===== config.mk =====
export PLATFORM = sky130hd
export DESIGN_NAME = refpulse_gen
export DESIGN_NICKNAME = d
export VERILOG_FILES = /design/src/rtl/refpulse_pkg.sv /design/src/rtl/rp_mod_counter.sv /design/src/rtl/rp_blank_timer.sv /design/src/rtl/refpulse_gen.sv
export SDC_FILE = /design/constraint.sdc
export NUM_CORES = 1
export LEC_CHECK = 0
export ABC_AREA = 1
export CAP_MARGIN = 20
export CELL_PAD_IN_SITES_DETAIL_PLACEMENT = 1
export CELL_PAD_IN_SITES_GLOBAL_PLACEMENT = 2
export CORE_UTILIZATION = 38
export DETAILED_ROUTE_END_ITERATION = 10
export GPL_TIMING_DRIVEN = 0
export PLACE_DENSITY = 0.77
export SLEW_MARGIN = 20
export SYNTH_ARGS = -nofsm -noshare
export SYNTH_HDL_FRONTEND = slang
export SYNTH_SLANG_ARGS = --single-unit

===== constraint.sdc =====
create_clock -name clk -period 1.75 [get_ports clk]
set_input_delay 0.525 -clock clk [delete_from_list [all_inputs] [get_ports clk]]
set_output_delay 0.525 -clock clk [all_outputs]
set_load 0.05 [all_outputs]

===== src/rtl/refpulse_pkg.sv =====
package refpulse_pkg;

   typedef enum logic {
      RATE_FAST = 1'b0,
      RATE_SLOW = 1'b1
   } rate_e;

   function automatic int cnt_width(input int modulus);
      return (modulus > 1) ? $clog2(modulus) : 1;
   endfunction

   function automatic bit is_pow2(input int value);
      return (value > 0) && ((value & (value - 1)) == 0);
   endfunction

endpackage


===== src/rtl/rp_mod_counter.sv =====
module rp_mod_counter
   import refpulse_pkg::*;
#(
   parameter int MOD = 32,
   localparam int W = cnt_width(MOD)
) (
   input  logic         clk,
   input  logic         rst_n,
   input  logic         clr,
   input  logic         en,
   output logic [W-1:0] cnt,
   output logic [W-1:0] cnt_nxt,
   output logic         at_last
);

   localparam logic [W-1:0] LAST = W'(MOD - 1);

   if (MOD < 2) begin : g_bad_mod
      $error("rp_mod_counter: MOD must be at least 2");
   end

   assign at_last = (cnt == LAST);

   if (is_pow2(MOD)) begin : g_wrap_natural
      always_comb begin
         if (clr)     cnt_nxt = '0;
         else if (en) cnt_nxt = cnt + 1'b1;
         else         cnt_nxt = cnt;
      end
   end else begin : g_wrap_compare
      always_comb begin
         if (clr)          cnt_nxt = '0;
         else if (!en)     cnt_nxt = cnt;
         else if (at_last) cnt_nxt = '0;
         else              cnt_nxt = cnt + 1'b1;
      end
   end

   always_ff @(posedge clk or negedge rst_n) begin
      if (!rst_n) cnt <= '0;
      else        cnt <= cnt_nxt;
   end

   assert_cnt_in_range_R2: assert property (@(posedge clk) disable iff (!rst_n)
      cnt <= LAST);

   assert_clear_zero_R4: assert property (@(posedge clk) disable iff (!rst_n)
      clr |=> (cnt == '0));

endmodule


===== src/rtl/rp_blank_timer.sv =====
module rp_blank_timer
   import refpulse_pkg::*;
#(
   parameter int LIMIT = 327680,
   localparam int W = $clog2(LIMIT + 1)
) (
   input  logic clk,
   input  logic rst_n,
   input  logic clr,
   output logic blanking,
   output logic blank_nxt
);

   localparam logic [W-1:0] LIM = W'(LIMIT);

   logic [W-1:0] elapsed;
   logic [W-1:0] elapsed_nxt;

   if (LIMIT < 1) begin : g_bad_limit
      $error("rp_blank_timer: LIMIT must be at least 1");
   end

   always_comb begin
      if (clr)                elapsed_nxt = '0;
      else if (elapsed < LIM) elapsed_nxt = elapsed + 1'b1;
      else                    elapsed_nxt = elapsed;
   end

   always_ff @(posedge clk or negedge rst_n) begin
      if (!rst_n) elapsed <= '0;
      else        elapsed <= elapsed_nxt;
   end

   assign blanking  = (elapsed < LIM);
   assign blank_nxt = (elapsed_nxt < LIM);

   assert_blank_ends_once_R3: assert property (@(posedge clk) disable iff (!rst_n)
      (!clr && !blanking) |=> !blanking);

   assert_blank_restart_R4: assert property (@(posedge clk) disable iff (!rst_n)
      clr |=> blanking);

endmodule


===== src/rtl/refpulse_gen.sv =====
module refpulse_gen
   import refpulse_pkg::*;
#(
   parameter int CLK_HZ        = 32768,
   parameter int FAST_DIV      = 32,
   parameter int SLOW_PERIOD_S = 10,
   parameter int BLANK_S       = 10
) (
   input  logic clk,
   input  logic rst_n,
   input  logic sys_rst,
   input  logic sel_slow,
   output logic pulse_out
);

   localparam int FW        = cnt_width(FAST_DIV);
   localparam int PW        = cnt_width(CLK_HZ);
   localparam int SW        = cnt_width(SLOW_PERIOD_S);
   localparam int FHALF     = FAST_DIV / 2;
   localparam int SEC_HALF  = SLOW_PERIOD_S / 2;
   localparam int BLANK_CYC = BLANK_S * CLK_HZ;

   if (FAST_DIV < 2 || (FAST_DIV % 2) != 0) begin : g_bad_fast
      $error("refpulse_gen: FAST_DIV must be even and at least 2");
   end
   if (SLOW_PERIOD_S < 2 || (SLOW_PERIOD_S % 2) != 0) begin : g_bad_slow
      $error("refpulse_gen: SLOW_PERIOD_S must be even and at least 2");
   end
   if (CLK_HZ < 2) begin : g_bad_clk
      $error("refpulse_gen: CLK_HZ must be at least 2");
   end
   if (BLANK_S < 1) begin : g_bad_blank
      $error("refpulse_gen: BLANK_S must be at least 1");
   end

   rate_e         rate_q;
   rate_e         rate_d;
   logic          restart;
   logic          phase_clr;

   logic [FW-1:0] fast_cnt, fast_nxt;
   logic          fast_last;
   logic [PW-1:0] pre_cnt, pre_nxt;
   logic          pre_last;
   logic [SW-1:0] sec_cnt, sec_nxt;
   logic          sec_last;
   logic          blanking, blank_nxt;
   logic          out_d;

   assign rate_d    = sel_slow ? RATE_SLOW : RATE_FAST;
   assign restart   = (rate_d != rate_q);
   assign phase_clr = sys_rst | restart;

   rp_mod_counter #(.MOD(FAST_DIV)) u_fast (
      .clk(clk), .rst_n(rst_n), .clr(phase_clr), .en(1'b1),
      .cnt(fast_cnt), .cnt_nxt(fast_nxt), .at_last(fast_last)
   );

   rp_mod_counter #(.MOD(CLK_HZ)) u_prescale (
      .clk(clk), .rst_n(rst_n), .clr(phase_clr), .en(1'b1),
      .cnt(pre_cnt), .cnt_nxt(pre_nxt), .at_last(pre_last)
   );

   rp_mod_counter #(.MOD(SLOW_PERIOD_S)) u_seconds (
      .clk(clk), .rst_n(rst_n), .clr(phase_clr), .en(pre_last),
      .cnt(sec_cnt), .cnt_nxt(sec_nxt), .at_last(sec_last)
   );

   rp_blank_timer #(.LIMIT(BLANK_CYC)) u_blank (
      .clk(clk), .rst_n(rst_n), .clr(sys_rst),
      .blanking(blanking), .blank_nxt(blank_nxt)
   );

   always_comb begin
      if (sys_rst)                out_d = 1'b0;
      else if (rate_d == RATE_SLOW) out_d = !blank_nxt && (sec_nxt < SW'(SEC_HALF));
      else                        out_d = (fast_nxt >= FW'(FHALF));
   end

   always_ff @(posedge clk or negedge rst_n) begin
      if (!rst_n) begin
         rate_q    <= RATE_FAST;
         pulse_out <= 1'b0;
      end else begin
         rate_q    <= rate_d;
         pulse_out <= out_d;
      end
   end

   assert_fast_rise_R1: assert property (@(posedge clk) disable iff (!rst_n)
      (!sys_rst && !sel_slow && rate_q == RATE_FAST && fast_cnt == FW'(FHALF - 1))
      |=> pulse_out);

   assert_fast_fall_R1: assert property (@(posedge clk) disable iff (!rst_n)
      (!sys_rst && !sel_slow && rate_q == RATE_FAST && fast_last) |=> !pulse_out);

   assert_slow_level_R2: assert property (@(posedge clk) disable iff (!rst_n)
      (rate_q == RATE_SLOW && !blanking) |-> (pulse_out == (sec_cnt < SW'(SEC_HALF))));

   assert_slow_wrap_R2: assert property (@(posedge clk) disable iff (!rst_n)
      (!phase_clr && sec_last && pre_last) |=> (sec_cnt == '0));

   assert_blank_low_R3: assert property (@(posedge clk) disable iff (!rst_n)
      (rate_q == RATE_SLOW && blanking) |-> !pulse_out);

   assert_sysrst_low_R4: assert property (@(posedge clk) disable iff (!rst_n)
      sys_rst |=> (!pulse_out && blanking));

   assert_restart_phase_R5: assert property (@(posedge clk) disable iff (!rst_n)
      (!sys_rst && restart) |-> (pre_nxt == '0 && sec_nxt == '0 && fast_nxt == '0));

   assert_restart_keeps_blank_R5: assert property (@(posedge clk) disable iff (!rst_n)
      (!sys_rst && restart && !blanking) |=> !blanking);

endmodule


======== Word level (Yosys, flattened, before mapping) ========
Index checks and enable logic that the tools add are counted.
word-level totals
  register bits ........................... 45
  latch bits .............................. 0
  RAM bits ................................ 0
  ROM bits ................................ 0
  input bits .............................. 4
  output and inout bits ................... 1
  logic and storage cells ................. 30
  memories ................................ 0
operators by class
  add/sub/neg operators ................... 4
  multiply operators ...................... 0
  div/mod/pow operators ................... 0
  $lt $le $gt $ge ......................... 4
  equality and inequality tests ........... 3
  shift operators ......................... 0
  multiplexer cells ....................... 10
  bitwise logic cells ..................... 1
  reductions and logical operators ........ 2
operators with widths
  operator                                                     number
  less-than comparator 19 bit (second input constant)          2
  2-to-1 mux 19 bit                                            2
  adder 19 x 1 -> 19 bit (second input constant)               1
  adder 15 x 1 -> 15 bit (second input constant)               1
  equality test 15 bit (second input constant)                 1
  2-to-1 mux 15 bit                                            1
  2-to-1 mux 4 bit                                             3
  adder 5 x 1 -> 5 bit (second input constant)                 1
  greater-or-equal comparator 5 bit (second input constant)    1
  2-to-1 mux 5 bit                                             1
  adder 4 x 1 -> 4 bit (second input constant)                 1
  equality test 4 bit (second input constant)                  1
  less-than comparator 4 x 3 -> 1 bit (second input constant)  1
  2-to-1 mux 1 bit                                             3
  logical AND 1 bit                                            1
  zero test 1 bit                                              1
  != test 1 bit                                                1
  bitwise OR 1 bit                                             1

======== Longest topological paths before layout ========
  depth after elaboration ................. 8
  depth in mapped cells ................... 11

======== Hierarchy ========
A second synthesis with hierarchy kept.
unflattened totals
  cell total of the unflattened synthesis .. 343
  area total of the unflattened synthesis .. 2,556.2 µm²
modules (own cells, without submodules)
  module                       times used  cells an instance  area each (µm²)
  rp_blank_timer               1           154                1,151.1
  rp_mod_counter (u_prescale)  1           118                848.3
  rp_mod_counter (u_fast)      1           29                 247.7
  rp_mod_counter (u_seconds)   1           31                 216.5
  refpulse_gen                 1           11                 92.6

======== Worst setup path before layout ========
Ideal clock, no wire load.
  kind .................................... reg-to-reg
  start ................................... reg u_prescale.cnt[0]
  end ..................................... reg pulse_out
  setup time .............................. 0.073 ns
  data arrival time ....................... 1.428 ns
  slack ................................... 0.249 ns
  stages on the path, launching flop included .. 12
  path through ............................ dfrtp_1 -> ha_1 -> nand2_1 -> nor2_2 -> nand2_2 -> nor2_4 -> nand2_1 -> nand3_1 -> nand2_1 -> nand2_1 -> nand3_2 -> a21oi_2
between the ends
  longest elaborated chain between the ends .. 7
RTL lines
  what                                 RTL line              text
  from (decl)                          rp_mod_counter.sv:11  output logic [W-1:0] cnt,
  from (signal assigned)               rp_mod_counter.sv:41  else cnt <= cnt_nxt;
  equality test 15 bit                 rp_mod_counter.sv:22  assign at_last = (cnt == LAST);
  2-to-1 mux 4 bit                     rp_mod_counter.sv:33  else if (!en) cnt_nxt = cnt;
  2-to-1 mux 4 bit                     rp_mod_counter.sv:32  if (clr) cnt_nxt = '0;
  less-than comparator 4 x 3 -> 1 bit  refpulse_gen.sv:76    else if (rate_d == RATE_SLOW) out_d = !blank_nxt && (sec_nxt < SW'(SEC_HALF));
  logical AND 1 bit                    refpulse_gen.sv:76
  2-to-1 mux 1 bit                     refpulse_gen.sv:76
  2-to-1 mux 1 bit                     refpulse_gen.sv:75    if (sys_rst) out_d = 1'b0;
  via out_d                            refpulse_gen.sv:48    logic out_d;
  to (signal assigned)                 refpulse_gen.sv:86    pulse_out <= out_d;
  to (decl)                            refpulse_gen.sv:13    output logic pulse_out
The timed path passes the listed nets, and every way through them passes these cells.

======== Worst setup path after layout ========
  start ................................... reg pulse_out
  end ..................................... out pulse_out
No word-level cell between the ends.

==> results.txt <==
#FFs+latches synth -> 45
Worst-Skew Late Latency -> 0.30 ns
Int Power -> 1.67 mW
Crit path DAT -> 1.19 ns
WL/cell -> 13.4 um
Area leader, netlist -> dfrtp_1
Largest cells by area after synthesis -> dfrtp_1 48%, nand2_1 8.0%, inv_1 6.3%
Logic gate share of total power -> 5.2%
Delay-heaviest family, CP -> buffers and inverters
Port Buffers -> 4
Max_slew headroom -> 67.9%
Number of diodes -> 0
Syn nets -> 289
Leading cell type by number of instances after synthesis -> nand2_1
Starting density of the core -> 39.5%
Die H -> 80.4 um
YS warnings -> 0
WL met3 -> 117 um
NetSw -> 0.475 mW
Final Critical Period -> 1.71 ns
Top FF cell, synth -> dfrtp_1
Final HPWL DP -> 3.72 mm
Hold WC Path Type -> input port to async pin
Layout Skew -> 0.00427 ns
Switching Share -> 22.2%
Synth Area in Adders -> 2.68%
Register share of total power -> 49.6%
Async set-reset flop share out of synthesis -> 100%
Startpoint Class -> flip-flop
Gr usage total -> 17.7%
M1 WL -> 2.72 mm
Syn avg cell area -> 8.34 um2
Die ar. -> 0.00646 mm2
WL final -> 5.06 mm
Synth Area in Compound Gates -> 12.7%
CP max stage cell -> dlygate4sd2_1
Post-synthesis xor/xnor area fraction -> 1.50%
EDFF count, synth -> 0
Final core utilization -> 46.6%
Core Region -> 0.00592 mm2
Pre-CTS setup slack -> -0.478 ns
Cell Area, Synth -> 0.00234 mm2
Critical Path Sink Type -> primary output
Vias in the first global route -> 1805
Nets -> 311
TritonCTS Buffers -> 5
Critical Path, Cell by Cell -> dlygate4sd2_1
Simple-Gate Fraction of Synth Area -> 27.6%
Layout cells sized above 1 -> 19.1%
LEAKAGE -> 1.34 nW
Synth cell types -> 33
Maxcap violations -> 0
Largest net degree at the start of global routing -> 29
Peak supply drop -> 0.000528 V
I/O pins -> 5
Final WS setup -> 0.0366 ns
Area added between synthesis and finish -> 18.0%
Worst Path Buf+Inv -> 1
TritonRoute pass-1 iters -> 4
PwrDens -> 777 mW/mm2
Die W -> 80.4 um
Clock Sinks -> 45
Post-Synthesis Cells -> 280
First-pass GRT wire length -> 8.66 mm
Worst slew pin tran -> 0.483 ns
Met2 wire len -> 2.17 mm
CTS Root Cell -> clkbuf_8
Peak Freq -> 0.584 GHz
Drt initial violations -> 64
Critical Path RT -> 1.22 ns
Share of the synthesized area in the top cell type -> 48.2%
Routed vias/inst -> 4.89
Fin. Hold Viols -> 0
Slew Limit Fails -> 0
Remaining global-route overflow -> 0
Worst-path clk slew -> 0.09 ns
Initial antenna violation count -> 0
CP Class -> flip-flop to primary output
Part of the power in the clock network -> 45.2%
Top cells by instance count after synthesis -> 50 x nand2_1, 45 x dfrtp_1, 39 x inv_1
Status -> finished, final reports clean
Largest family of logic cells by synthesized area -> simple AND/OR/NAND/NOR gates
CP max stage delay -> 0.53 ns
Crit Path Max Fanout -> 1
CTS tree -> yes
Final setup fails -> 0
CTS max path bufs -> 2
Hold WS -> 0.151 ns
Post-synthesis mux area share -> 0%
Vias -> 1848
Remaining antenna violation count -> 0
Top layer in use -> met4
Final GP Congestion -> 0.720
Number of remaining DRC errors -> 0
Placed Area -> 0.00248 mm2
Post-synthesis sequential area ratio -> 48.2%
Std-Cell Rows -> 28
Fin area -> 0.00276 mm2
Tcrit/Tclk final -> 97.9%
H-Tree Level Count -> 2
power groups by stage:
| stage | sequential [mW] | combinational [mW] | clock, mW |
|---|---|---|---|
| global placement | 1.08 | 0.0962 | 0 |
| CTS | 1.06 | 0.108 | 0.993 |
| global route | 1.07 | 0.130 | 1.04 |
| finish | 1.06 | 0.111 | 0.969 |
| detailed placement | 1.08 | 0.102 | 0 |
| floorplan | 1.09 | 0.0441 | 0 |
routing by layer:
metal,GRT usage (%),vias to the layer above
met2,26.8,13
met1,25.5,885
met4,4.29,0
li1,-,946
met3,3.75,4
met5,0,-
path summary, 6_finish.rpt:
kind	startpoint	endpoint	slack (ns)	cells past startpoint
setup / recovery	pulse_out$_DFF_PN0_	pulse_out	0.04	1
hold / removal	rst_n	u_blank.elapsed[3]$_DFFE_PN0P_	0.15	1
setup reg to reg	u_prescale.cnt[0]$_DFF_PN0_	pulse_out$_DFF_PN0_	0.12	11
hold reg to reg	u_fast.cnt[0]$_DFF_PN0_	u_fast.cnt[0]$_DFF_PN0_	0.47	1
max in group asynchronous	rst_n	u_blank.elapsed[16]$_DFF_PN0_	1.09	2
min in group clk	u_fast.cnt[0]$_DFF_PN0_	u_fast.cnt[0]$_DFF_PN0_	0.47	1
layout make-up:
class / count / area, um2
fillers: 729 / 3160
flip-flops and latches: 45 / 1130
multi-input cells: 192 / 1090
inverters: 40 / 153
repair buffers: 15 / 130
well taps: 75 / 93.8
clock buffers: 5 / 68.8
clock inverters: 3 / 68.8
plain buffers: 3 / 20.0
sequential cells by signal, indices dropped and copies added, names as in the netlist:
name,flops
rate_q,1
pulse_out,1
u_prescale.cnt,15
u_seconds.cnt,4
u_fast.cnt,5
u_blank.elapsed,19
logic make-up after synthesis:
kind of cell	count (synthesis)
buf+inv	43
simple gates	132
flops	45
xor+xnor	4
fa+ha+maj	5
compound gates	51
cell usage in the layout (no fill, tap or decap), types with 2 or more instances in the layout:
cell / Yosys / routed
a31oi_1: 2 / 2
o21ai_1: 3 / 3
nand2_1: 50 / 47
nand4_1: 6 / 6
nor3_1: 4 / 2
nand2_2: 6 / 8
a21oi_1: 22 / 22
nand3_1: 17 / 16
xor2_1: 4 / 4
a21oi_2: 2 / 2
buf_4: 0 / 11
o21a_1: 2 / 2
dlygate4sd2_1: 0 / 2
dfrtp_1: 45 / 44
nor2_1: 34 / 34
ha_2: 0 / 2
nor3_2: 1 / 2
bufinv_16: 0 / 2
clkbuf_8: 0 / 5
nor2_4: 5 / 8
nand3_2: 2 / 3
ha_1: 5 / 3
nand2_4: 1 / 2
inv_1: 39 / 39
o21ai_0: 15 / 15
worst reg2reg max path, cell delays in order, from the launching register on:
cell	delay, ns
dfrtp_1	0.38
ha_2	0.20
nand2_2	0.07
nor2_4	0.19
nand2_4	0.10
nor2_4	0.14
nand3_1	0.09
nand2_2	0.09
nand2_1	0.06
nand2_1	0.08
nand3_2	0.08
a21oi_2	0.11
through the flow:
step	std cells	setup TNS [ns]	power, mW
finish	378	0	2.14
detailed placement	360	-8.84	1.19
global route	378	-0.00876	2.24
global placement	359	-61.47	1.18
floorplan	280	0	1.13
CTS	370	0	2.16
what timing repair did:
item / CTS / global route
pin swaps: 1 / 7
gates resized for setup: 6 / 13
gates cloned: 0 / 0
hold buffers: 0 / 0
setup endpoints to repair: 13 / 7
setup buffers: 2 / 8
(Power assumes the default switching activity.)
